<file path="src/rtl/frame_seq_pkg.sv">
package frame_seq_pkg;

  typedef struct packed {
    logic qtr;
    logic half;
    logic irq;
    logic wrap;
  } step_evt_t;

  // Delay loaded by a control write, selected by the current parity.
  function automatic logic [2:0] reload_delay(input logic parity_odd);
    return parity_odd ? 3'd4 : 3'd3;
  endfunction

  // Event decode for the step number reached on this edge.
  function automatic step_evt_t decode_step(
    input logic        five,
    input int unsigned n,
    input int unsigned s1,
    input int unsigned s2,
    input int unsigned s3,
    input int unsigned s4,
    input int unsigned s5
  );
    step_evt_t e;
    e = '0;
    if (!five) begin
      e.qtr  = (n == s1) || (n == s2) || (n == s3) || (n == s4);
      e.half = (n == s2) || (n == s4);
      e.irq  = (n == s4);
      e.wrap = (n == s4);
    end else begin
      e.qtr  = (n == s1) || (n == s2) || (n == s3) || (n == s5);
      e.half = (n == s2) || (n == s5);
      e.irq  = 1'b0;
      e.wrap = (n == s5);
    end
    return e;
  endfunction

endpackage

</file>
<file path="src/rtl/frame_ctl.sv">
module frame_ctl #(
  parameter int MODE_BIT = 7,
  parameter int INH_BIT  = 6
) (
  input  logic       clk,
  input  logic       rst_n,
  input  logic       wr,
  input  logic [7:0] wdata,
  output logic       commit,
  output logic       commit_five,
  output logic       mode_five,
  output logic       inhibit,
  output logic       pend_active
);
  import frame_seq_pkg::*;

  logic       parity_q;
  logic       pend_q;
  logic [2:0] dly_q;
  logic       pend_five_q;
  logic       pend_inh_q;
  logic       five_q;
  logic       inh_q;

  assign commit      = pend_q && (dly_q == 3'd1) && !wr;
  assign commit_five = pend_five_q;
  assign mode_five   = five_q;
  assign inhibit     = inh_q;
  assign pend_active = pend_q;

  always_ff @(posedge clk) begin
    if (!rst_n) begin
      parity_q    <= 1'b0;
      pend_q      <= 1'b0;
      dly_q       <= 3'd0;
      pend_five_q <= 1'b0;
      pend_inh_q  <= 1'b0;
      five_q      <= 1'b0;
      inh_q       <= 1'b0;
    end else begin
      parity_q <= ~parity_q;
      if (wr) begin
        pend_q      <= 1'b1;
        dly_q       <= reload_delay(parity_q);
        pend_five_q <= wdata[MODE_BIT];
        pend_inh_q  <= wdata[INH_BIT];
      end else if (pend_q) begin
        if (dly_q == 3'd1) begin
          pend_q <= 1'b0;
          dly_q  <= 3'd0;
          five_q <= pend_five_q;
          inh_q  <= pend_inh_q;
        end else begin
          dly_q <= dly_q - 3'd1;
        end
      end
    end
  end

endmodule

</file>
<file path="src/rtl/frame_steps.sv">
module frame_steps #(
  parameter int unsigned STEP1 = 7457,
  parameter int unsigned STEP2 = 14913,
  parameter int unsigned STEP3 = 22371,
  parameter int unsigned STEP4 = 29829,
  parameter int unsigned STEP5 = 37281,
  localparam int CW = $clog2(STEP5 + 1)
) (
  input  logic          clk,
  input  logic          rst_n,
  input  logic          commit,
  input  logic          commit_five,
  input  logic          mode_five,
  output logic          evt_qtr,
  output logic          evt_half,
  output logic          evt_irq,
  output logic [CW-1:0] cnt
);
  import frame_seq_pkg::*;

  logic [CW-1:0] cnt_q;
  logic [CW-1:0] nxt;
  step_evt_t     ev;

  assign nxt = cnt_q + 1'b1;
  assign cnt = cnt_q;

  always_comb begin
    ev = decode_step(mode_five, 32'(nxt), STEP1, STEP2, STEP3, STEP4, STEP5);
    if (commit) begin
      evt_qtr  = commit_five;
      evt_half = commit_five;
      evt_irq  = 1'b0;
    end else begin
      evt_qtr  = ev.qtr;
      evt_half = ev.half;
      evt_irq  = ev.irq;
    end
  end

  always_ff @(posedge clk) begin
    if (!rst_n) begin
      cnt_q <= '0;
    end else if (commit || ev.wrap) begin
      cnt_q <= '0;
    end else begin
      cnt_q <= nxt;
    end
  end

endmodule

</file>
<file path="src/rtl/frame_irq.sv">
module frame_irq (
  input  logic clk,
  input  logic rst_n,
  input  logic set_evt,
  input  logic clr_evt,
  input  logic inhibit,
  input  logic ext_irq,
  output logic pend,
  output logic irq
);
  logic pend_q;

  assign pend = pend_q;
  assign irq  = (pend_q && !inhibit) || ext_irq;

  always_ff @(posedge clk) begin
    if (!rst_n) begin
      pend_q <= 1'b0;
    end else if (clr_evt) begin
      pend_q <= 1'b0;
    end else if (set_evt && !inhibit) begin
      pend_q <= 1'b1;
    end
  end

endmodule

</file>
<file path="src/rtl/frame_seq_top.sv">
module frame_seq_top #(
  parameter int unsigned STEP1    = 7457,
  parameter int unsigned STEP2    = 14913,
  parameter int unsigned STEP3    = 22371,
  parameter int unsigned STEP4    = 29829,
  parameter int unsigned STEP5    = 37281,
  parameter int          MODE_BIT = 7,
  parameter int          INH_BIT  = 6,
  localparam int CW = $clog2(STEP5 + 1)
) (
  input  logic       clk,
  input  logic       rst_n,
  input  logic       ctl_wr,
  input  logic [7:0] ctl_data,
  input  logic       stat_ack,
  input  logic       ext_irq,
  output logic       qtr_stb,
  output logic       half_stb,
  output logic       irq
);
  // Internal events, named for the bound checker.
  logic          commit;
  logic          commit_five;
  logic          mode_five;
  logic          inhibit;
  logic          pend_active;
  logic          evt_qtr;
  logic          evt_half;
  logic          evt_irq;
  logic [CW-1:0] step_cnt;
  logic          irq_pend;
  logic          irq_clr;

  assign irq_clr = stat_ack || (ctl_wr && ctl_data[INH_BIT]);

  frame_ctl #(.MODE_BIT(MODE_BIT), .INH_BIT(INH_BIT)) ctl_i (
    .clk         (clk),
    .rst_n       (rst_n),
    .wr          (ctl_wr),
    .wdata       (ctl_data),
    .commit      (commit),
    .commit_five (commit_five),
    .mode_five   (mode_five),
    .inhibit     (inhibit),
    .pend_active (pend_active)
  );

  frame_steps #(
    .STEP1(STEP1), .STEP2(STEP2), .STEP3(STEP3), .STEP4(STEP4), .STEP5(STEP5)
  ) steps_i (
    .clk         (clk),
    .rst_n       (rst_n),
    .commit      (commit),
    .commit_five (commit_five),
    .mode_five   (mode_five),
    .evt_qtr     (evt_qtr),
    .evt_half    (evt_half),
    .evt_irq     (evt_irq),
    .cnt         (step_cnt)
  );

  frame_irq irq_i (
    .clk     (clk),
    .rst_n   (rst_n),
    .set_evt (evt_irq),
    .clr_evt (irq_clr),
    .inhibit (inhibit),
    .ext_irq (ext_irq),
    .pend    (irq_pend),
    .irq     (irq)
  );

  always_ff @(posedge clk) begin
    if (!rst_n) begin
      qtr_stb  <= 1'b0;
      half_stb <= 1'b0;
    end else begin
      qtr_stb  <= evt_qtr;
      half_stb <= evt_half;
    end
  end

endmodule

</file>
<file path="config.mk">
export PLATFORM = sky130hd
export DESIGN_NAME = frame_seq_top
export DESIGN_NICKNAME = d
export VERILOG_FILES = /design/src/rtl/frame_seq_pkg.sv /design/src/rtl/frame_ctl.sv /design/src/rtl/frame_steps.sv /design/src/rtl/frame_irq.sv /design/src/rtl/frame_seq_top.sv
export SDC_FILE = /design/constraint.sdc
export NUM_CORES = 1
export LEC_CHECK = 0
export CAP_MARGIN = 20
export CORE_AREA = 2 2 69 71
export DETAILED_ROUTE_END_ITERATION = 10
export DIE_AREA = 0 0 71 73
export DONT_BUFFER_PORTS = 1
export PLACE_DENSITY_LB_ADDON = 0.1
export SLEW_MARGIN = 40
export SYNTH_ARGS = -nofsm -noshare
export SYNTH_HDL_FRONTEND = slang
export SYNTH_SLANG_ARGS = --single-unit
</file>
<file path="constraint.sdc">
create_clock -name clk -period 2.4 [get_ports clk]
set_input_delay 0.6 -clock clk [delete_from_list [all_inputs] [get_ports clk]]
set_output_delay 0.6 -clock clk [all_outputs]
set_load 0.005 [all_outputs]
</file>
# Yosys cells after proc, flatten, opt, wreduce, memory -nomap -nowiden
# Cells that the tools add are included.
[totals]
reg_bits = 28
input_bits = 13
word_cells = 53
[op_classes]
addsub = 2
eq_ne = 6
n_mux = 11
bitwise = 3
n_reduce_logical = 20
[ops]
columns = ["operator", "n"]
rows = [
  ["== test 16 x 15 -> 1 bit, second input constant", 2],
  ["adder 16 x 1 -> 16 bit, second input constant", 1],
  ["== test 16 x 13 -> 1 bit, second input constant", 1],
  ["== test 16 x 14 -> 1 bit, second input constant", 1],
  ["== test 16 bit, second input constant", 1],
  ["2-to-1 mux 3 bit", 4],
  ["logical OR 1 bit", 9],
  ["2-to-1 mux 1 bit", 6],
  ["logical AND 1 bit", 5],
  ["2-to-1 mux 4 bit", 1],
  ["OR reduction 2 bit", 2],
  ["== test 3 x 1 -> 1 bit, second input constant", 1],
  ["inverter 1 bit", 3],
  ["AND reduction 3 bit", 1],
  ["subtractor 3 x 1 -> 3 bit, second input constant", 1],
  ["logical NOT 1 bit", 2],
  ["nonzero test 2 bit", 1],
]

# Depth between registers and ports, before layout
# Gate-level depths: netlist (run 1).
[logic_depth]
depth_word = 8
ltp_mapped = 9

# By module
# A second synthesis (run 1) with hierarchy kept.
[unflattened]
cells_unflattened = 204
hier_area_um2 = 1800.5
[modules_own_cells]
columns = ["module", "n_inst", "cells_per_inst", "area_each_um2"]
rows = [
  ["frame_steps", 1, 151, 1271.2],
  ["frame_ctl", 1, 42, 416.6],
  ["frame_seq_top", 1, 5, 60.1],
  ["frame_irq", 1, 6, 52.6],
]

# Worst setup path after synthesis (run 1)
# No wires, ideal clock.
[synth_timing]
kind = "reg-to-reg"
start = "register steps_i.cnt_q[1] (netlist: steps_i.cnt[1])"
end = "register steps_i.cnt_q[7] (netlist: steps_i.cnt[7])"
setup_ns = 0.127
arrival_time_ns = 2.292
t_required_ns = 2.273
path_slack_ns = -0.019
path_stages_with_launch = 10
n_path_buf = 1
cell_sequence = "dfxtp_1 -> ha_1 -> nand4_4 -> nor4_2 -> xnor2_1 -> or4b_1 -> o22ai_1 -> a21o_2 -> buf_6 -> nor2_1"
[synth_via]
elab_chain_len = 5
word_cells_on_any_way = 6
cone_classes = "add/sub: 1; eq/ne: 2; mux: 1; reduce/logical: 2"
[synth_lines]
columns = ["element", "line_no", "text"]
rows = [
  ["start: declaration", "frame_steps.sv:21", "logic [CW-1:0] cnt_q;"],
  ["start signal: assignment", "frame_steps.sv:47", "cnt_q <= nxt;"],
  ["adder 16 x 1 -> 16 bit *", "frame_steps.sv:25", "assign nxt = cnt_q + 1'b1;"],
  ["== test 16 x 15 -> 1 bit / == test 16 bit (equally long branches)", "frame_seq_pkg.sv:31, frame_seq_pkg.sv:36", ""],
  ["2-to-1 mux 4 bit", "frame_seq_pkg.sv:27", "if (!five) begin"],
  ["logical OR 1 bit", "frame_steps.sv:44", "end else if (commit || ev.wrap) begin"],
  ["OR reduction 2 bit (no source line)", "-", ""],
]
# Every way passes the cells marked *; elsewhere a longest branch is shown, timed or not.
# A chain may end at the register's enable or synchronous reset.

# Worst setup path after layout (run 1)
[layout_timing]
start = "register steps_i.cnt_q[0] (netlist: steps_i.cnt[0])"
end = "register irq_i.pend_q (netlist: irq_i.pend)"
[layout_via]
elab_chain_len = 5
[layout_lines]
columns = ["element", "line_no", "text"]
rows = [
  ["adder 16 x 1 -> 16 bit", "frame_steps.sv:25", ""],
  ["== test 16 x 15 -> 1 bit", "frame_seq_pkg.sv:30", "e.irq = (n == s4);"],
  ["2-to-1 mux 4 bit", "frame_seq_pkg.sv:27", ""],
  ["2-to-1 mux 1 bit", "frame_steps.sv:30", "if (commit) begin"],
  ["logical AND 1 bit", "frame_irq.sv:21", "end else if (set_evt && !inhibit) begin"],
  ["end signal: assignment", "frame_irq.sv:18", "pend_q <= 1'b0;"],
  ["end signal: assignment", "frame_irq.sv:20", "pend_q <= 1'b0;"],
  ["end signal: assignment", "frame_irq.sv:22", "pend_q <= 1'b1;"],
  ["end: declaration", "frame_irq.sv:11", "logic pend_q;"],
]
# Every way passes these cells.

==> flow_metrics.tcl, run 1 <==
set metrics [dict create \
    synthCells 174 \
    cts-root-buf "clkbuf_8" \
    route.detailed.drc 0 \
    vias 1311 \
    synthDistinctLibCells 49 \
    cap_violations 0 \
    antenna_found_initial 0 \
    fmax_mhz 434 \
    period_needed_ns 2.31 \
    rows 25 \
    setup_slack_ns 0.0939 \
    numCtsBuffers 3 \
    nets 220 \
    fp.dieArea_sq_um 5180 \
    first_pass_iters 4 \
    port_buffers 0 \
    clock_latency_ns 0.28 \
    avgRoutedWirePerCell_um 14.0 \
    cp-end-kind "flip-flop" \
    path_class "flip-flop to flip-flop" \
    cts.sinks 28 \
    ys.flop_type "dfxtp_1" \
    n_antenna_cell 0 \
    finalHoldViolations 0 \
    fin_util_pct 42.9 \
    status "finished, final reports clean" \
    totalWireLength_um 3580 \
    routabilityCongestion 0.867 \
    relSlewSlack_pct 65.9 \
    die_h_um 73 \
    grtUsageTotal_pct 14.5 \
    post-cts-setup-buffers 0 \
    ant_nets 0 \
    setup_viol_count_final 0 \
    crit_required_ns 2.62 \
    grt_pass1_vias 1282 \
    min_path_type "flip-flop to flip-flop" \
    power_density_nw_per_um2 497 \
    period_share_pct 96.1 \
    htree_levels 1 \
    ys_seq_elements 28 \
    syn_area_sq_um 1520 \
    synth-edff-count 0 \
    rsz0062_at_grt "false" \
    arrival_ns 2.52 \
    cts_tree "built" \
    peakVddDrop_mv 0.219 \
    cts_buffer_depth 2 \
    reg2reg_from "steps_i.cnt[0]" \
    final_cell_count_no_fill 255 \
    preCtsSetupSlack_ns 0.0110 \
    place_inst 251 \
    tns_ns 0 \
    async_flop_share_pct 0 \
    cp_max_fo 6 \
    total_power_uw 967 \
    fin_skew_ns 0.0142 \
    p_leak_nw 0.749 \
    dp_hpwl_um 2650 \
    syn_nets 192 \
    drt_iter0_drc 160 \
    holdCritStartpoint "ctl_i.parity_q" \
    n_fill_cell 446 \
    fp.dieW_um 71 \
    ys_seq_area_share_pct 36.8 \
    startpoint "steps_i.cnt[0]" \
    clk_pin_slew_worst_paths_ns 0.11 \
    crit_path_start_kind "flip-flop" \
    grt.overflow.total 0 \
    synth-warning-count 0 \
    syn2layout_area_growth_pct 28.0 \
    io_pins 16 \
    syn_avg_cell_area_sq_um 8.74 \
    vias_per_cell 5.14 \
    start_util_pct 33.5 \
    grt_pass1_wl_um 6000 \
    drv_slew 0 \
    coreArea_sq_um 4540 \
    worstMarginPinSlew_ns 0.507 \
    grt_max_degree 17 \
    drive_above_1_share_pct 28.9 \
]
[synth_stat cells (4+ instances only)]
library cell   n  area [sq um]
dfxtp_1       28           561
ha_1           5          62.6
inv_1          8          30.0
nor4_1         6          37.5
nor2_1        20          75.1
xnor2_1       10          87.6
a21oi_1        5          25.0
nand2b_1       4          25.0
o21ai_0        4          20.0
nand2_1       14          52.6
nand4_1        5          31.3
nand3_1        6          30.0
nor2b_1        6          37.5
[cells by family after synthesis]
family,count (synthesis),synth area share (%)
AND/OR/NAND/NOR,85,34.0
AO/OA/AOI/OAI,30,13.7
flip-flops,28,36.8
buffers and inverters,13,3.86
XOR/XNOR,12,6.91
adder cells (fa/ha/maj),5,4.11
multiplexers,1,0.658
[area by class of cell]
type	count	area [sq um]	share of cell area, %
tap	54	67.6	3.47
clock inverter	1	30.0	1.54
timing repair buffer	28	223	11.4
multi-input combinational	133	986	50.6
inverter	8	30.0	1.54
sequential	28	569	29.2
clock buffer	3	41.3	2.12
[layer usage]
metal	routed length [um]	vias to the layer above	track usage, %
met5	0	-	0
met1	1840	614	20.4
li1	-	681	-
met4	50	0	5.24
met3	60	4	2.21
met2	1630	12	22.5
[worst max-delay path, cell delays in order (launching register included)]
cell and delay [ns]:
dfxtp_2 0.37, ha_2 0.21, nand4_4 0.18, nor4_4 0.26, xnor2_1 0.13, or4b_4 0.54, o31a_1 0.30, and4bb_1 0.26
[registers in the layout, indices dropped and copies added, names as in the netlist]
name and flops:
ctl_i.inhibit 1, ctl_i.mode_five 1, ctl_i.pend_active 1, ctl_i.pend_inh_q 1, ctl_i.commit_five 1, half_stb 1
ctl_i.parity_q 1, steps_i.cnt 16, qtr_stb 1, irq_i.pend 1, ctl_i.dly_q 3
[path summary, 6_finish.rpt]
path / endpoint / slack, ns / cells past startpoint
worst min register to register: ctl_i.parity_q / 0.42 / 1
worst min-delay path: ctl_i.parity_q / 0.42 / 1
worst max register to register: irq_i.pend / 0.09 / 7
worst max-delay path: irq_i.pend / 0.09 / 7
[per-stage QoR]
stage	cell area [sq um]	hold WS [ns]
final	1950	0.418
after global routing	1950	0.434
after CTS	1870	0.420
after detailed placement	1790	0.404
after global placement	1790	0.405
after floorplan	1520	0.392
[power breakdown]
group / internal [mW] / switching (mW) / total (mW)
logic: 0.0490 / 0.0467 / 0.0956
registers: 0.479 / 0.0126 / 0.492
clock network: 0.223 / 0.157 / 0.380
[cell usage in the layout (no fill, tap or decap), types with 2 or more instances in the layout]
cell,synthesis,final
nand3_1,6,6
nand2_1,14,14
a21oi_1,5,5
o21a_1,3,3
nor3b_1,2,2
xor2_1,2,2
inv_1,8,8
nor3_1,3,3
nand4_4,1,2
buf_4,0,27
a21boi_0,3,3
o31a_1,3,3
ha_1,5,4
a211oi_1,2,2
nand2b_1,4,4
nor4_1,6,3
nor2b_1,6,5
nor4_2,3,4
nor2_1,20,20
nor4_4,0,2
nand4_1,5,5
dfxtp_2,0,7
xnor2_1,10,9
or3_1,2,2
o21ai_0,4,3
a31oi_1,2,2
clkbuf_8,0,3
dfxtp_1,28,21
[repair_timing]
action | 4_1_cts | 5_1_grt
endpoints found under the setup margin | 5 | 18
hold buffers | 0 | 0
hold endpoints to repair | 0 | 0
gates cloned | 0 | 0
gates resized for setup | 4 | 17
pin swaps | 0 | 0
Note: power is estimated with default switching activity, not from simulation.
==> inputs of run 2 (changes only) <==
--- a/config.mk
+++ b/config.mk
@@ -11,6 +11,7 @@
 export DIE_AREA = 0 0 71 73
 export DONT_BUFFER_PORTS = 1
 export PLACE_DENSITY_LB_ADDON = 0.1
+export REMOVE_ABC_BUFFERS = 1
 export SLEW_MARGIN = 40
 export SYNTH_ARGS = -nofsm -noshare
 export SYNTH_HDL_FRONTEND = slang
==> run 2 against run 1 <==
Net effect: register-to-register slack better by 0.04 ns; combinational power is 4.3% lower; wire length fell by 1.1%; cell count down 0.78%; sequential power hardly changed; critical endpoint unchanged; global-route usage up 0.34 points; fmax up 1.8%; setup slack better by 0.040 ns.
==> flow_metrics.tcl, run 2 (synthesized netlist as in run 1, its figures left out) <==
set metrics [dict create \
    status "finished, final reports clean" \
    nets 219 \
    start_util_pct 33.5 \
    vias 1301 \
    period_needed_ns 2.27 \
    avgRoutedWirePerCell_um 14.0 \
    p_leak_nw 0.701 \
    grt.overflow.total 0 \
    reg2reg_from "steps_i.cnt[1]" \
    hold_end "ctl_i.parity_q" \
    multi_input_area_sq_um 975 \
    fin_skew_ns 0.00435 \
    cap_violations 0 \
    holdCritStartpoint "ctl_i.parity_q" \
    cts-root-buf "clkbuf_8" \
    port_buffers 0 \
    grt_pass1_vias 1317 \
    rsz0062_at_grt "false" \
    coreArea_sq_um 4540 \
    dp_hpwl_um 2680 \
    setup_viol_count_final 0 \
    route.detailed.drc 0 \
    numCtsBuffers 3 \
    cp_max_fo 4 \
    worstRegToRegCells 7 \
    fp.dieW_um 71 \
    cp-end-kind "flip-flop" \
    n_antenna_cell 0 \
    regArea_sq_um 567 \
    antenna_found_initial 0 \
    whs_ns 0.420 \
    total_power_uw 847 \
    cts.sinks 28 \
    path_class "flip-flop to flip-flop" \
    post-cts-setup-buffers 0 \
    period_share_pct 94.4 \
    drv_slew 0 \
    grt_pass1_wl_um 6130 \
    grt_max_degree 16 \
    hold_buffers 0 \
    n_fill_cell 460 \
    power_density_nw_per_um2 447 \
    drt_iter0_drc 36 \
    worstMarginPinSlew_ns 0.484 \
    vias_per_cell 5.14 \
    cts_tree "built" \
    io_pins 16 \
    finalHoldViolations 0 \
    htree_levels 1 \
    arrival_ns 2.49 \
    hold_depth 1 \
    ant_nets 0 \
    fp.dieArea_sq_um 5180 \
    largest_register_ffs 16 \
    syn2layout_area_growth_pct 24.6 \
    routabilityCongestion 0.798 \
    final_cell_mix "buf_4, dfxtp_1, nor2_1" \
    crit_path_start_kind "flip-flop" \
    grtUsageTotal_pct 14.8 \
    relSlewSlack_pct 67.5 \
    clk_pin_slew_worst_paths_ns 0.10 \
    die_h_um 73 \
    min_path_type "flip-flop to flip-flop" \
    drive_above_1_share_pct 26.6 \
    first_pass_iters 4 \
    cts_buffer_depth 2 \
    totalWireLength_um 3540 \
    peakVddDrop_mv 0.205 \
    r2r_setup_slack_ns 0.13 \
    clock_latency_ns 0.27 \
    fmax_mhz 441 \
    r2r-end "irq_i.pend" \
    final_common_cell "buf_4" \
    rows 25 \
    crit_required_ns 2.62 \
]
==> run 2: layout make-up <==
| class | instances | share of cell area, % |
|---|---|---|
| clock buffers | 3 | 2.18 |
| multi-input cells | 133 | 51.4 |
| well taps | 54 | 3.56 |
| inverters | 8 | 1.58 |
| repair buffers | 27 | 11.4 |
| flip-flops and latches | 28 | 29.9 |
==> run 2: how the worst max path moves through the flow <==
stage                        start             end  slack [ns]  cells past startpoint
finish              steps_i.cnt[1]      irq_i.pend        0.13                      7
global route        steps_i.cnt[1]  steps_i.cnt[8]        0.01                      9
CTS                 steps_i.cnt[1]  steps_i.cnt[8]       0.002                      9
detailed placement  steps_i.cnt[1]  steps_i.cnt[8]       0.007                      9
global placement    steps_i.cnt[3]  steps_i.cnt[7]       -0.01                      8
floorplan           steps_i.cnt[1]  steps_i.cnt[3]        0.02                      8
==> run 2: routing by layer <==
layer	global-route usage [%]	share of wire (%)
met2	26.4	50
met1	18.5	47
met5	0	0
met4	5.03	0.71
met3	1.93	2.4
==> run 2: per-stage QoR <==
| step | setup slack [ns] | util, % | cell area [sq um] | std cells | setup TNS, ns |
|---|---|---|---|---|---|
| finish | 0.134 | 41.8 | 1900 | 253 | 0 |
| global route | 0.0104 | 41.8 | 1900 | 253 | 0 |
| CTS | 0.00203 | 40.1 | 1820 | 253 | 0 |
| detailed placement | 0.00656 | 39.1 | 1780 | 250 | 0 |
| global placement | -0.0123 | 39.1 | 1780 | 250 | -0.0400 |
| floorplan | 0.0196 | - | 1490 | 169 | 0 |
==> run 2: what timing repair did <==
item | in CTS | in global routing
resized for setup | 2 | 15
pin swaps | 0 | 1
setup endpoints to repair | 8 | 18
==> run 2: report_power, final <==
group	internal, mW	switching (mW)	total (mW)
clock	0.113	0.150	0.263
sequential	0.479	0.0137	0.493
combinational	0.0464	0.0451	0.0915
total	0.638	0.209	0.847
==> run 2: critical path, stage by stage, from the launching register on <==
cell and delay (ns):
dfxtp_2 0.38, buf_4 0.14, nand3_1 0.11, nor4_2 0.33, xnor2_1 0.18, or4b_1 0.52
o31a_1 0.30, and4bb_1 0.26
==> inputs of run 3 (changes only) <==
--- a/config.mk
+++ b/config.mk
@@ -6,9 +6,9 @@
 export NUM_CORES = 1
 export LEC_CHECK = 0
 export CAP_MARGIN = 20
-export CORE_AREA = 2 2 69 71
+export CORE_AREA = 2 2 56 58
 export DETAILED_ROUTE_END_ITERATION = 10
-export DIE_AREA = 0 0 71 73
+export DIE_AREA = 0 0 58 60
 export DONT_BUFFER_PORTS = 1
 export PLACE_DENSITY_LB_ADDON = 0.1
 export REMOVE_ABC_BUFFERS = 1
==> run 3 against run 2 <==
Net effect: cell count is 9.9% lower; clock power is 12% lower; first-iteration DRC count is 53% higher; cell area is 4.2% lower; setup slack worse by 0.040 ns.
==> flow_metrics.tcl, run 3 (synthesized netlist as in run 1, its figures left out) <==
set metrics [dict create \
    period_needed_ns 2.31 \
    hold_buffers 0 \
    grt.overflow.total 0 \
    p_leak_nw 0.676 \
    worstMarginPinSlew_ns 0.533 \
    first_pass_iters 4 \
    fmax_mhz 434 \
    ant_nets 0 \
    dp_hpwl_um 2620 \
    cts_buffer_depth 2 \
    nets 214 \
    relSlewSlack_pct 64.2 \
    clk_pin_slew_worst_paths_ns 0.15 \
    cap_violations 0 \
    crit_path_start_kind "flip-flop" \
    vias_per_cell 5.81 \
    cp_max_fo 7 \
    timing.critical_path.buf_inv 0 \
    power_density_nw_per_um2 446 \
    hold_depth 1 \
    fin_skew_ns 0.00146 \
    crit_required_ns 2.69 \
    total_power_uw 809 \
    totalWireLength_um 3450 \
    route.detailed.drc 0 \
    period_share_pct 96.1 \
    n_fill_cell 248 \
    cp.depth 6 \
    final_common_cell "dfxtp_1" \
    cp_slowest_cell "or4b_4" \
    final_cell_count_no_fill 228 \
    cts.sinks 28 \
    worstRegToRegCells 6 \
    crit_family "simple AND/OR/NAND/NOR gates" \
    port_buffers 0 \
    place_inst 223 \
    rows 20 \
    setup_viol_count_final 0 \
    fp.dieW_um 58 \
    drt_iter0_drc 55 \
    clock_latency_ns 0.33 \
    final_cell_area_sq_um 1820 \
    antenna_found_initial 0 \
    grtUsageTotal_pct 21.6 \
    io_pins 16 \
    n_antenna_cell 0 \
    drive_above_1_share_pct 24.6 \
    grt_max_degree 16 \
    cts-root-buf "clkbuf_4" \
    avgRoutedWirePerCell_um 15.1 \
    fp.dieArea_sq_um 3480 \
    cp-end-kind "flip-flop" \
    place_area_sq_um 1700 \
    final_cell_mix "dfxtp_1, buf_4, nor2_1" \
    vias 1324 \
    path_class "flip-flop to flip-flop" \
    reg2reg_from "steps_i.cnt[5]" \
    min_path_type "input port to flip-flop" \
    routabilityCongestion 0.894 \
    arrival_ns 2.59 \
    grt_pass1_vias 1276 \
    syn2layout_area_growth_pct 19.3 \
    grt_pass1_wl_um 5810 \
    critPathCapture "irq_i.pend" \
    htree_levels 1 \
    status "finished, final reports clean" \
    finalHoldViolations 0 \
    r2r-end "irq_i.pend" \
    largest_register_ffs 16 \
    max_stage_delay_ns 0.56 \
    start_util_pct 52.4 \
    drv_slew 0 \
    numCtsBuffers 3 \
    coreArea_sq_um 2900 \
    path_cells "nand2_1 > nor4_2 > xnor2_1 > or4b_4 > o31a_1 > and4bb_1" \
    startpoint "steps_i.cnt[5]" \
    r2r_setup_slack_ns 0.09 \
    cts_tree "built" \
    die_h_um 60 \
    peakVddDrop_mv 0.297 \
]
## run 3: how the worst min path moves through the flow
stage / from / endpoint / slack (ns)
floorplan: ctl_i.parity_q / ctl_i.parity_q / 0.39
global route: rst_n / ctl_i.dly_q[1] / 0.35
CTS: rst_n / ctl_i.dly_q[1] / 0.37
detailed placement: ctl_i.parity_q / ctl_i.parity_q / 0.40
finish: rst_n / ctl_i.dly_q[0] / 0.37
global placement: ctl_i.parity_q / ctl_i.parity_q / 0.41
## run 3: power by group
group | total, mW | switching (mW) | leakage, nW | internal, mW
logic | 0.0872 | 0.0452 | 0.425 | 0.0420
registers | 0.491 | 0.0113 | 0.230 | 0.479
clock network | 0.231 | 0.138 | 0.0210 | 0.0930
total | 0.809 | 0.195 | 0.676 | 0.614
## run 3: cell type report
| class | count | area (sq um) | share of cell area [%] |
|---|---|---|---|
| Timing Repair Buffer | 22 | 178 | 9.79 |
| Multi-Input combinational cell | 133 | 965 | 53.1 |
| Tap cell | 33 | 41.3 | 2.27 |
| Inverter | 8 | 30.0 | 1.65 |
| Sequential cell | 28 | 566 | 31.2 |
| Clock buffer | 4 | 36.3 | 2.00 |
## run 3: timing repair
action                     4_1_cts  5_1_grt
setup endpoints to repair        1       18
pin swaps                        0        1
setup buffers                    0        1
gates resized for setup          1       15
## run 3: metal layers
metal	global-route usage, %	up-vias	wire [um]
li1	-	669	-
met1	29.3	613	1630
met2	34.9	37	1650
met3	3.03	5	123
met4	7.97	0	46
met5	0	-	0
## run 3: worst reg2reg max path: cells and delay by family (launching register included)
| kind | cells | cell delay, ns |
|---|---|---|
| DFF | 1 | 0.48 |
| AOI/OAI and AO/OA | 1 | 0.29 |
| and+or+nand+nor | 4 | 1.36 |
| xor gates and xnor gates | 1 | 0.13 |
## run 3: metrics by stage
| stage | TNS (ns) | hold slack (ns) | utilization [%] | setup slack, ns |
|---|---|---|---|---|
| 3_3_place_gp | 0 | 0.408 | 58.7 | 0.0480 |
| 3_5_place_dp | -0.0742 | 0.404 | 58.7 | -0.0742 |
| 4_1_cts | 0 | 0.365 | 60.2 | 0.00325 |
| 2_1_floorplan | 0 | 0.392 | - | 0.0196 |
| 5_1_grt | -0.000556 | 0.353 | 62.5 | -0.000556 |
| 6_report | 0 | 0.371 | 62.5 | 0.0939 |
